**src/rtl/bfp_dec_pkg.sv**
```systemverilog
package bfp_dec_pkg;

  localparam int SAMPLE_W = 16;
  localparam int WBITS    = $clog2(SAMPLE_W + 1);

  typedef enum logic [1:0] {
    MW_8  = 2'd0,
    MW_9  = 2'd1,
    MW_10 = 2'd2,
    MW_12 = 2'd3
  } mant_w_e;

  typedef enum logic [1:0] {
    ST_SCALE = 2'd0,
    ST_BODY  = 2'd1,
    ST_DRAIN = 2'd2
  } rec_st_e;

  function automatic logic [WBITS-1:0] mant_bits(mant_w_e w);
    case (w)
      MW_8:    return WBITS'(8);
      MW_9:    return WBITS'(9);
      MW_10:   return WBITS'(10);
      default: return WBITS'(12);
    endcase
  endfunction

  function automatic int rec_total(logic [1:0] code);
    case (code)
      2'd0:    return 1;
      2'd1:    return 4;
      default: return 16;
    endcase
  endfunction

endpackage

```
**src/rtl/bfp_bit_accum.sv**
```systemverilog
module bfp_bit_accum
  import bfp_dec_pkg::*;
#(
  parameter int ACC_W = 24,
  parameter int IN_W  = 8,
  parameter int OUT_W = SAMPLE_W
) (
  input  logic              clk,
  input  logic              rst_n,
  input  logic [WBITS-1:0]  fld_bits,
  input  logic              push,
  input  logic [IN_W-1:0]   in_byte,
  output logic              can_push,
  output logic              pop,
  output logic [OUT_W-1:0]  field_word
);

  localparam int CNT_W = $clog2(ACC_W + 1);
  localparam int ROOM  = ACC_W - IN_W;

  logic [ACC_W-1:0] acc_q, acc_d;
  logic [CNT_W-1:0] cnt_q, cnt_d;
  logic [CNT_W-1:0] left;
  logic [ACC_W-1:0] shifted;
  logic [ACC_W-1:0] ins;
  logic [OUT_W-1:0] hi_mask;

  // A field is ready once enough bits are held; pop does not depend on push.
  always_comb begin
    pop      = cnt_q >= CNT_W'(fld_bits);
    left     = pop ? (cnt_q - CNT_W'(fld_bits)) : cnt_q;
    can_push = left <= CNT_W'(ROOM);
    shifted  = pop ? (acc_q << fld_bits) : acc_q;
    ins      = {in_byte, {ROOM{1'b0}}} >> left;
    acc_d    = push ? (shifted | ins) : shifted;
    cnt_d    = push ? (left + CNT_W'(IN_W)) : left;
    hi_mask  = ~({OUT_W{1'b1}} >> fld_bits);
    field_word = acc_q[ACC_W-1 -: OUT_W] & hi_mask;
  end

  always_ff @(posedge clk or negedge rst_n) begin
    if (!rst_n) begin
      acc_q <= '0;
      cnt_q <= '0;
    end else if (push || pop) begin
      acc_q <= acc_d;
      cnt_q <= cnt_d;
    end
  end

endmodule

```
**src/rtl/bfp_rec_ctrl.sv**
```systemverilog
module bfp_rec_ctrl
  import bfp_dec_pkg::*;
#(
  parameter int ELEMS    = 128,
  parameter int IN_W     = 8,
  parameter int MAX_RECS = 16
) (
  input  logic              clk,
  input  logic              rst_n,
  input  logic              in_valid,
  input  logic [IN_W-1:0]   in_data,
  input  logic [1:0]        cfg_width,
  input  logic [1:0]        cfg_recs,
  input  logic              can_push,
  input  logic              pop,
  output logic              in_ready,
  output logic              push,
  output logic [WBITS-1:0]  fld_bits,
  output logic [WBITS-1:0]  max_shift,
  output logic [IN_W-1:0]   scale,
  output logic              blk_end,
  output logic              req_end
);

  localparam int SCNT_W = $clog2(ELEMS);
  localparam int BPB    = ELEMS / IN_W;
  localparam int BCNT_W = $clog2(BPB * SAMPLE_W + 1);
  localparam int RCNT_W = $clog2(MAX_RECS) + 1;

  rec_st_e            st_q, st_d;
  logic [BCNT_W-1:0]  bcnt_q, bcnt_d;
  logic [SCNT_W-1:0]  scnt_q, scnt_d;
  logic [RCNT_W-1:0]  rcnt_q, rcnt_d;
  mant_w_e            wsel_q;
  logic [1:0]         rsel_q;
  logic [IN_W-1:0]    scale_q;
  logic [BCNT_W-1:0]  rec_bytes;
  logic               hs, take_scale, first_rec, rec_last;

  always_comb begin
    fld_bits   = mant_bits(wsel_q);
    max_shift  = WBITS'(SAMPLE_W) - fld_bits;
    rec_bytes  = BCNT_W'(fld_bits) * BCNT_W'(BPB);
    in_ready   = (st_q == ST_SCALE) || ((st_q == ST_BODY) && can_push);
    hs         = in_valid && in_ready;
    push       = hs && (st_q == ST_BODY);
    take_scale = hs && (st_q == ST_SCALE);
    first_rec  = (rcnt_q == '0);
    rec_last   = (rcnt_q == RCNT_W'(rec_total(rsel_q) - 1));
    blk_end    = pop && (scnt_q == SCNT_W'(ELEMS - 1));
    req_end    = blk_end && rec_last;
    scale      = scale_q;
  end

  // next-state
  always_comb begin
    st_d   = st_q;
    bcnt_d = bcnt_q;
    scnt_d = scnt_q;
    rcnt_d = rcnt_q;
    if (pop) scnt_d = blk_end ? '0 : scnt_q + 1'b1;
    case (st_q)
      ST_SCALE: begin
        if (take_scale) begin
          st_d   = ST_BODY;
          bcnt_d = '0;
        end
      end
      ST_BODY: begin
        if (push) begin
          bcnt_d = bcnt_q + 1'b1;
          if (bcnt_q == rec_bytes - 1'b1) st_d = ST_DRAIN;
        end
      end
      ST_DRAIN: begin
        if (blk_end) begin
          st_d   = ST_SCALE;
          rcnt_d = rec_last ? '0 : rcnt_q + 1'b1;
        end
      end
      default: st_d = ST_SCALE;
    endcase
  end

  always_ff @(posedge clk or negedge rst_n) begin
    if (!rst_n) begin
      st_q   <= ST_SCALE;
      bcnt_q <= '0;
      scnt_q <= '0;
      rcnt_q <= '0;
    end else begin
      st_q   <= st_d;
      bcnt_q <= bcnt_d;
      scnt_q <= scnt_d;
      rcnt_q <= rcnt_d;
    end
  end

  // configuration is captured only with the first scale byte of a request
  always_ff @(posedge clk or negedge rst_n) begin
    if (!rst_n) begin
      wsel_q <= MW_8;
      rsel_q <= '0;
    end else if (take_scale && first_rec) begin
      wsel_q <= mant_w_e'(cfg_width);
      rsel_q <= cfg_recs;
    end
  end

  always_ff @(posedge clk or negedge rst_n) begin
    if (!rst_n) scale_q <= '0;
    else if (take_scale) scale_q <= in_data;
  end

endmodule

```
**src/rtl/bfp_rescale.sv**
```systemverilog
module bfp_rescale
  import bfp_dec_pkg::*;
#(
  parameter int IN_W         = 8,
  parameter bit SPLIT_NARROW = 1'b1
) (
  input  logic [SAMPLE_W-1:0] field_word,
  input  logic [IN_W-1:0]     scale,
  input  logic [WBITS-1:0]    max_shift,
  output logic [SAMPLE_W-1:0] sample
);

  logic [WBITS-1:0]    e_cl;
  logic [WBITS-1:0]    rsh;
  logic [SAMPLE_W-1:0] wide;

  always_comb begin
    e_cl = (scale > IN_W'(max_shift)) ? max_shift : WBITS'(scale);
    rsh  = max_shift - e_cl;
    wide = $signed(field_word) >>> rsh;
  end

  generate
    if (SPLIT_NARROW) begin : g_split
      logic                narrow_sel;
      logic [SAMPLE_W-1:0] narrow;
      always_comb begin
        narrow_sel = (max_shift == WBITS'(SAMPLE_W - IN_W));
        narrow = {{(SAMPLE_W-IN_W){field_word[SAMPLE_W-1]}},
                  field_word[SAMPLE_W-1 -: IN_W]} << e_cl;
        sample = narrow_sel ? narrow : wide;
      end
    end else begin : g_unified
      assign sample = wide;
    end
  endgenerate

endmodule

```
**src/rtl/bfp_iq_unpacker.sv**
```systemverilog
module bfp_iq_unpacker
  import bfp_dec_pkg::*;
#(
  parameter int ELEMS        = 128,
  parameter int IN_W         = 8,
  parameter int ACC_W        = 24,
  parameter int MAX_RECS     = 16,
  parameter bit SPLIT_NARROW = 1'b1
) (
  input  logic                clk,
  input  logic                rst_n,
  input  logic [1:0]          cfg_width,
  input  logic [1:0]          cfg_recs,
  input  logic                in_valid,
  output logic                in_ready,
  input  logic [IN_W-1:0]     in_data,
  output logic                out_valid,
  output logic [SAMPLE_W-1:0] out_data,
  output logic                out_blk_last,
  output logic                out_req_last
);

  logic                can_push, pop, push, blk_end, req_end;
  logic [WBITS-1:0]    fld_bits, max_shift;
  logic [IN_W-1:0]     scale;
  logic [SAMPLE_W-1:0] field_word, sample;

  logic                vld_q, blk_q, req_q;
  logic [SAMPLE_W-1:0] data_q;

  bfp_rec_ctrl #(.ELEMS(ELEMS), .IN_W(IN_W), .MAX_RECS(MAX_RECS)) u_ctrl (
    .clk(clk), .rst_n(rst_n), .in_valid(in_valid), .in_data(in_data),
    .cfg_width(cfg_width), .cfg_recs(cfg_recs), .can_push(can_push), .pop(pop),
    .in_ready(in_ready), .push(push), .fld_bits(fld_bits), .max_shift(max_shift),
    .scale(scale), .blk_end(blk_end), .req_end(req_end)
  );

  bfp_bit_accum #(.ACC_W(ACC_W), .IN_W(IN_W), .OUT_W(SAMPLE_W)) u_acc (
    .clk(clk), .rst_n(rst_n), .fld_bits(fld_bits), .push(push), .in_byte(in_data),
    .can_push(can_push), .pop(pop), .field_word(field_word)
  );

  bfp_rescale #(.IN_W(IN_W), .SPLIT_NARROW(SPLIT_NARROW)) u_scale (
    .field_word(field_word), .scale(scale), .max_shift(max_shift), .sample(sample)
  );

  always_ff @(posedge clk or negedge rst_n) begin
    if (!rst_n) begin
      vld_q <= 1'b0;
      blk_q <= 1'b0;
      req_q <= 1'b0;
    end else begin
      vld_q <= pop;
      blk_q <= blk_end;
      req_q <= req_end;
    end
  end

  always_ff @(posedge clk or negedge rst_n) begin
    if (!rst_n) data_q <= '0;
    else if (pop) data_q <= sample;
  end

  assign out_valid    = vld_q;
  assign out_data     = data_q;
  assign out_blk_last = blk_q;
  assign out_req_last = req_q;

endmodule

```
**config.mk**
```make
export PLATFORM = sky130hd
export DESIGN_NAME = bfp_iq_unpacker
export DESIGN_NICKNAME = d
export VERILOG_FILES = /design/src/rtl/bfp_dec_pkg.sv /design/src/rtl/bfp_bit_accum.sv /design/src/rtl/bfp_rec_ctrl.sv /design/src/rtl/bfp_rescale.sv /design/src/rtl/bfp_iq_unpacker.sv
export SDC_FILE = /design/constraint.sdc
export NUM_CORES = 1
export LEC_CHECK = 0
export ABC_CLOCK_PERIOD_IN_PS = 4500
export BUFFER_PORTS_ARGS = -buffer_cell sky130_fd_sc_hd__buf_2
export CORE_AREA = 3 3 127 129
export CTS_CLUSTER_DIAMETER = 200
export DETAILED_ROUTE_END_ITERATION = 16
export DIE_AREA = 0 0 130 132
export PLACE_DENSITY = 0.79
export REMOVE_ABC_BUFFERS = 1
export SYNTH_ARGS = -nofsm -noshare
export SYNTH_HDL_FRONTEND = slang
export SYNTH_HIERARCHICAL = 1
export SYNTH_SLANG_ARGS = --single-unit
```
**constraint.sdc**
```tcl
create_clock -name clk -period 4.5 [get_ports clk]
set_input_delay 0.225 -clock clk [delete_from_list [all_inputs] [get_ports clk]]
set_output_delay 0.225 -clock clk [all_outputs]
set_load 0.02 [all_outputs]
```
---- Word level (Yosys, flattened, before mapping) ----
Cells that the tools add are included.
cells by class
  add/sub/neg operators ................... 9
  magnitude comparators ................... 3
  equality and inequality tests ........... 13
  shifts and indexed selects .............. 5
  mux-type cells .......................... 18
  bitwise logic cells ..................... 3
  reductions and logical operators ........ 17
operators by type and width
  kind                   count
  $mux 24                2
  $or 24x24->24          1
  $shl 24x4->24          1
  $shr 24x5->24          1
  $mux 5                 4
  $mux 9                 2
  $pmux 9 s2             1
  $and 16x16->16         1
  $mux 16                1
  $not 16->16            1
  $shl 16x5->16          1
  $shr 16x4->16 const A  1
  $sshr 16x5->16         1
  $pmux 5 s2             1
  $add 9x1->9 const B    1
  $eq 9x9->1             1
  $pmux 3 s3             1
  $sub 8x1->9 const B    1
  $gt 8x5->1             1
  $mux 2                 4
  $add 7x1->7 const B    1
  $eq 7x7->1 const B     1
  $logic_and 1x1->1      7
  $mux 7                 1
  other kinds (22)       30
word-level totals
  bits in registers ....................... 83
  input bits .............................. 15
  output and inout bits ................... 20
  word-level logic and storage cells ...... 81

---- Longest topological paths before layout ----
  depth in word-level cells ............... 11
  depth in mapped cells ................... 25
  depth with buffers taken out ............ 21

---- Modules after synthesis ----
Netlist, hierarchy kept.
by module, submodules not included
  module           times used  cells an instance  area each (um2)  sequential area each (um2)
  bfp_bit_accum    1           437                3621.0           725.7
  bfp_rescale      1           285                1978.1           0.0
  bfp_rec_ctrl     1           182                1906.8           875.8
  bfp_iq_unpacker  1           37                 724.4            475.5

---- Least setup slack after synthesis ----
Ideal clock, no wire load.
  kind .................................... reg2reg
  from .................................... register u_ctrl.wsel_q[0]
  to ...................................... register data_q[0], in the netlist out_data[0]
  library setup time ...................... 125 ps
  arrival ................................. 4855 ps
  data required time ...................... 4375 ps
  path slack .............................. -479 ps
  stages on the path, launching flop included .. 23
  path buffers ............................ 3
  clock period less this slack ............ 4979 ps
  path through ............................ dfrtp_1 inv_1 ha_1 inv_1 ha_1 nor2b_1 o21ba_2 nor3_1 a211oi_4 inv_2 buf_2 ha_1 inv_1 fa_1 clkbuf_1 clkbuf_1 mux2i_1 mux2i_1 mux2_2 nand2_1 o21ai_1 a21o_1 mux2_2
on the way
  longest elaborated chain between the ends .. 8
  elaborated cells on any way between the ends .. 16
  those cells by class .................... 2 x add/sub; 2 x order compare; 3 x eq/ne; 3 x shift; 3 x mux; 2 x bitwise; 1 x reduce/logical
RTL lines
  item                                      RTL line               text
  from (decl)                               bfp_rec_ctrl.sv:34     mant_w_e wsel_q;
  from (signal assigned)                    bfp_rec_ctrl.sv:105    wsel_q <= mant_w_e'(cfg_width);
  $eq 2x2->1, or another cell as far along  bfp_dec_pkg.sv:20      case (w)
  $pmux 3 s3 *                              bfp_dec_pkg.sv:20
  $sub 5x4->5 *                             bfp_rec_ctrl.sv:42     max_shift = WBITS'(SAMPLE_W) - fld_bits;
  via max_shift[1]                          bfp_iq_unpacker.sv:24  logic [WBITS-1:0] fld_bits, max_shift;
  $gt 8x5->1                                bfp_rescale.sv:18      e_cl = (scale > IN_W'(max_shift)) ? max_shift : WBITS'(scale);
  $mux 5                                    bfp_rescale.sv:18
  $sub 5x5->5                               bfp_rescale.sv:19      rsh = max_shift - e_cl;
  $sshr 16x5->16                            bfp_rescale.sv:20      wide = $signed(field_word) >>> rsh;
  $mux 16 *                                 bfp_rescale.sv:31      sample = narrow_sel ? narrow : wide;
  via sample[0]                             bfp_iq_unpacker.sv:26  logic [SAMPLE_W-1:0] field_word, sample;
  to (signal assigned)                      bfp_iq_unpacker.sv:61  else if (pop) data_q <= sample;
  to (decl)                                 bfp_iq_unpacker.sv:29  logic [SAMPLE_W-1:0] data_q;
Mark *: on every way through the listed nets, which the timed path passes. The rest lies on a longest branch.
A chain may end at the register's enable or synchronous reset.

---- Final worst setup path ----
  from .................................... register u_ctrl.wsel_q[1]
  to ...................................... register data_q[2], in the netlist out_data[2]
The elaborated chain is that of the path after synthesis.

==> results_tabular.tex <==
\begin{tabular}{lr}
\hline
Metric & Value \\
\hline
\multicolumn{2}{l}{\textbf{Clocking}} \\
\quad Number of hold buffers added after CTS & 0 \\
\quad TritonCTS clock tree & yes \\
\quad Clock transition time at the flip-flop clock pins of the worst setup and hold paths & 0.07 ns \\
\quad Insertion delay of the later-clocked pin in the worst-skew pair & $\sim$0.35 ns \\
\quad Number of buffers on the longest clock path & 2 \\
\quad CTS H-tree depth & 3 \\
\quad Clock tree sinks & between 80 and 90 \\
\quad CTS Root Buffer Type & clkbuf\_16 \\
\quad Total CTS buffers & 9 \\
\multicolumn{2}{l}{\textbf{Floorplanning}} \\
\quad Die height & 132 um \\
\quad Starting Density & 0.5434 \\
\quad Die W & between 100 and 150 um \\
\quad Floorplan row count & 45 \\
\quad IO Count & 35 \\
\quad Area of the placeable core & 15150 um2 \\
\quad Die outline area & 17160 um2 \\
\multicolumn{2}{l}{\textbf{Power and ir drop}} \\
\quad Worst vdd ir & 0.2993 mV \\
\quad Static power due to leakage & 3.915 nW \\
\quad Power Density & between 500 and 600 nW/um2 \\
\multicolumn{2}{l}{\textbf{Worst setup path}} \\
\quad Capture point of the worst reg-to-reg path & out\_data[2] \\
\quad Crit path DAT & roughly 4.6 ns \\
\quad Critical path depth & 19 \\
\quad Origin of the worst setup path & u\_ctrl/wsel\_q[1] \\
\quad Cell type of the slowest stage on the worst timing path & fa\_2 \\
\quad FF-to-FF setup slack & 0.18 ns \\
\quad Worst reg-to-reg path cell count & 19 \\
\quad Setup CP Type & flop to flop \\
\quad Slowest Stage Delay on Critical Path & 0.64 ns \\
\quad CP endpoint & out\_data[2] \\
\quad Launching point of the worst reg2reg path & u\_ctrl/wsel\_q[1] \\
\quad Kind of end point of the critical path & flop \\
\quad Crit Path Max Fanout & 6 \\
\quad Worst path required time & 4.73 ns \\
\quad Kind of cell adding the most delay to the critical path & adder cells \\
\quad Type of origin of the critical path & flop \\
\quad Count of buffering cells on the critical path with inverters included & 4 \\
\quad Cell breakdown of the critical path & inv\_1 > ha\_1 > inv\_1 > ha\_1 > nand3\_1 > o21a\_2 > o22ai\_2 > a211oi\_4 > inv\_2 > ha\_1 > inv\_1 > fa\_2 > mux2\_2 > or2\_2 > o21ai\_0 > mux2i\_1 > o21ai\_1 > o211ai\_1 > mux2\_2 \\
\multicolumn{2}{l}{\textbf{Global route}} \\
\quad All-layer global routing usage & 0.2691 \\
\quad Number of global-route vias before repair & about 7300 \\
\quad Wire length of the first global-routing pass & about 38000 um \\
\quad Largest net degree at the start of global routing & 84 \\
\quad Number of antenna violations at the first check in global routing & 0 \\
\quad Grt total ovfl & 0 \\
\multicolumn{2}{l}{\textbf{Placement}} \\
\quad Port Buf Inserts & 34 \\
\quad Cells after DPL & between 1000 and 1500 \\
\quad Placed wire-length estimate & 16820 um \\
\quad Worst-case setup slack after placement & -0.009643 ns \\
\quad Placer congestion estimate & 0.9647 \\
\multicolumn{2}{l}{\textbf{Routing}} \\
\quad Iteration count of the initial detailed-routing pass & 6 \\
\quad Antenna violation net count after detailed routing & 0 \\
\quad Average wire per standard cell & 20.17 um \\
\quad First-iteration detailed-routing DRC count & 860 \\
\quad Per-cell via count in the routed design & 6.669 \\
\quad DRC violation count after routing & 0 \\
\quad Count of vias placed by the detailed router & 7743 \\
\quad Sum of routed wire length over all layers & 23420 um \\
\multicolumn{2}{l}{\textbf{Final layout}} \\
\quad Post-route non-filler standard cell count & roughly 1200 \\
\quad Commonest cells after routing, fill and taps aside & dfrtp\_1, nand2\_1, nor2\_1 \\
\quad Leading cell type in the layout, fill and taps excluded & dfrtp\_1 \\
\quad Area growth syn-to-layout & 10.61\% \\
\quad Proportion of layout cells with a drive suffix above 1 & 0.2240 \\
\quad Layout net count & 1009 \\
\quad Number of antenna cells inserted & 0 \\
\quad Number of fill cells & 1281 \\
\multicolumn{2}{l}{\textbf{Synth}} \\
\quad Sequential cell area fraction in the yosys report & 0.2524 \\
\quad Synth cell types & 101 \\
\quad Register bit total from synthesis & 83 \\
\quad Synth async-reset ratio & 1.000 \\
\quad Number of standard cells after synthesis & 941 \\
\quad Cell accounting for the most synthesized area & dfrtp\_1 \\
\quad Count of warnings emitted by yosys & 6 \\
\quad Avg Inst Size Synth & between 8 and 9 um2 \\
\quad Fraction of synthesized cell area taken by the top area cell type & 0.2524 \\
\quad Largest cells by area after synthesis & dfrtp\_1, mux2i\_1, mux2\_2 \\
\quad Cell Area, Synth & 8230 um2 \\
\quad Most used flip-flop cell after synthesis & dfrtp\_1 \\
\quad EDFF count, synth & 0 \\
\multicolumn{2}{l}{\textbf{Timing}} \\
\quad Worst-case setup margin in the final layout & 0.1843 ns \\
\quad Count of endpoints failing hold in the final timing report & 0 \\
\quad Time the final worst path needs with I/O delays and setup & 4.316 ns \\
\quad Max Slew Vio Count & 0 \\
\quad Setup skew after layout & 0.01285 ns \\
\quad Headroom to the max-slew limit & 0.3151 \\
\quad Pin slew with the least headroom to its limit & 1.027 ns \\
\quad Share of the clock period used by the worst path after layout & 0.9591 \\
\quad Highest clock frequency the design can meet & approximately 0.23 GHz \\
\quad Number of setup violations in the final report & 0 \\
\multicolumn{2}{l}{\textbf{Run}} \\
\quad Max-cap violation count & 0 \\
\multicolumn{2}{l}{\textbf{Run status}} \\
\quad Result of the run & finished, final reports clean \\
\multicolumn{2}{l}{\textbf{Hold path}} \\
\quad Classification of the worst-slack hold path & primary input to async pin \\
\hline
\end{tabular}
-- stage by stage --
stage	hold slack [ns]	TNS, ns	cell area (um2)	power, W	util
2_1_floorplan	-0.07059	-49.84	7880	0.003263	-
3_3_place_gp	0.4542	0	8576	0.004025	0.5662
3_5_place_dp	0.4619	-0.009643	8576	0.004076	0.5662
4_1_cts	0.08994	0	8902	0.004892	0.5878
5_1_grt	0.1062	-0.01009	9104	0.005418	0.6011
6_report	0.05327	0	9104	0.005103	0.6011
-- worst reg2reg max path: stages (launching register included) --
cell and delay, ns:
dfrtp_1 0.35, inv_1 0.08, ha_1 0.30, inv_1 0.06, ha_1 0.28, nand3_1 0.18, o21a_2 0.31, o22ai_2 0.15
a211oi_4 0.06, inv_2 0.08, ha_1 0.16, inv_1 0.06, fa_2 0.64, mux2_2 0.38, or2_2 0.29, o21ai_0 0.08
mux2i_1 0.17, o21ai_1 0.18, o211ai_1 0.11, mux2_2 0.28
-- kinds of logic (layout without fill, tap and decap cells) --
logic type | after synthesis | in the layout | synth area share
xor+xnor | 20 | 20 | 0.02128
flops | 83 | 83 | 0.2524
mux | 141 | 141 | 0.2086
simple gates | 310 | 310 | 0.1891
fa+ha+maj | 26 | 26 | 0.04135
other cells | 2 | 3 | 0.0009125
compound gates | 252 | 253 | 0.2226
buf+inv | 107 | 137 | 0.06385
-- worst min-delay path by stage --
stage	cells after the start	start	to	slack [ns]
5_1_grt	2	cfg_recs[0]	u_ctrl/rsel_q[0]	0.11
2_1_floorplan	0	rst_n	out_blk_last	-0.07
6_report	1	rst_n	u_ctrl/rcnt_q[2]	0.05
4_1_cts	1	rst_n	u_ctrl/rcnt_q[2]	0.09
3_5_place_dp	1	u_ctrl/scnt_q[6]	u_ctrl/scnt_q[6]	0.46
3_3_place_gp	1	u_ctrl/scnt_q[6]	u_ctrl/scnt_q[6]	0.45
-- power breakdown --
part	leakage, nW	switching, W	internal, W
clock network	0.153	0.000353	0.000446
logic	2.71	0.00177	0.00129
registers	1.05	0.000267	0.000980
total	3.91	0.00239	0.00272
-- layer usage --
metal,global-route usage,vias to the layer above,share of wire
met2,0.4040,380,0.46
met5,0,-,0
li1,-,3573,-
met4,0.08776,0,0.024
met1,0.3900,3737,0.43
met3,0.05227,53,0.080
-- area by class of cell --
| cell class | instances | area, um2 | area share |
|---|---|---|---|
| Tap cell | 188 | 235.2 | 0.02584 |
| Sequential cell | 83 | 2077 | 0.2281 |
| Multi-Input combinational cell | 753 | 5772 | 0.6340 |
| Timing Repair Buffer | 76 | 529.3 | 0.05814 |
| Inverter | 45 | 171.4 | 0.01883 |
| Clock inverter | 7 | 93.84 | 0.01031 |
| Clock buffer | 9 | 225.2 | 0.02474 |
-- sequential cells by signal, summed over array words and instances, names as in the netlist --
| signal | count |
|---|---|
| out_blk_last | 1 |
| out_data | 16 |
| out_req_last | 1 |
| out_valid | 1 |
| u_acc/acc_q | 24 |
| u_acc/cnt_q | 5 |
| u_ctrl/bcnt_q | 9 |
| u_ctrl/rcnt_q | 5 |
| u_ctrl/rsel_q | 2 |
| u_ctrl/scale | 8 |
| u_ctrl/scnt_q | 7 |
| u_ctrl/st_q | 2 |
| u_ctrl/wsel_q | 2 |
-- cell usage after synthesis (all sizes together), types with 5 or more instances --
master and instances:
nand2 86, dfrtp 83, nor2 77, mux2i 76, o21ai 63, mux2 51, nand3 51, inv 43
buf 40, a21oi 32, ha 24, clkbuf 22, o211ai 20, nor3 19, o22ai 16, xnor2 15
mux4 14, nor4 14, a21boi 12, a211oi 11, a31oi 11, nand2b 11, a22oi 10, nor2b 10
o221ai 10, nand4 7, o21a 7, or2 7, or3 7, a21o 6, and2 6, o2111ai 6
a32oi 5, xor2 5
-- timing repair --
action	4_1_cts	5_1_grt
pin swaps	0	7
endpoints found under the setup margin	4	42
buffers inserted	0	6
gates cloned	0	1
resized for setup	2	28
Power figures use the tool's default switching activity.
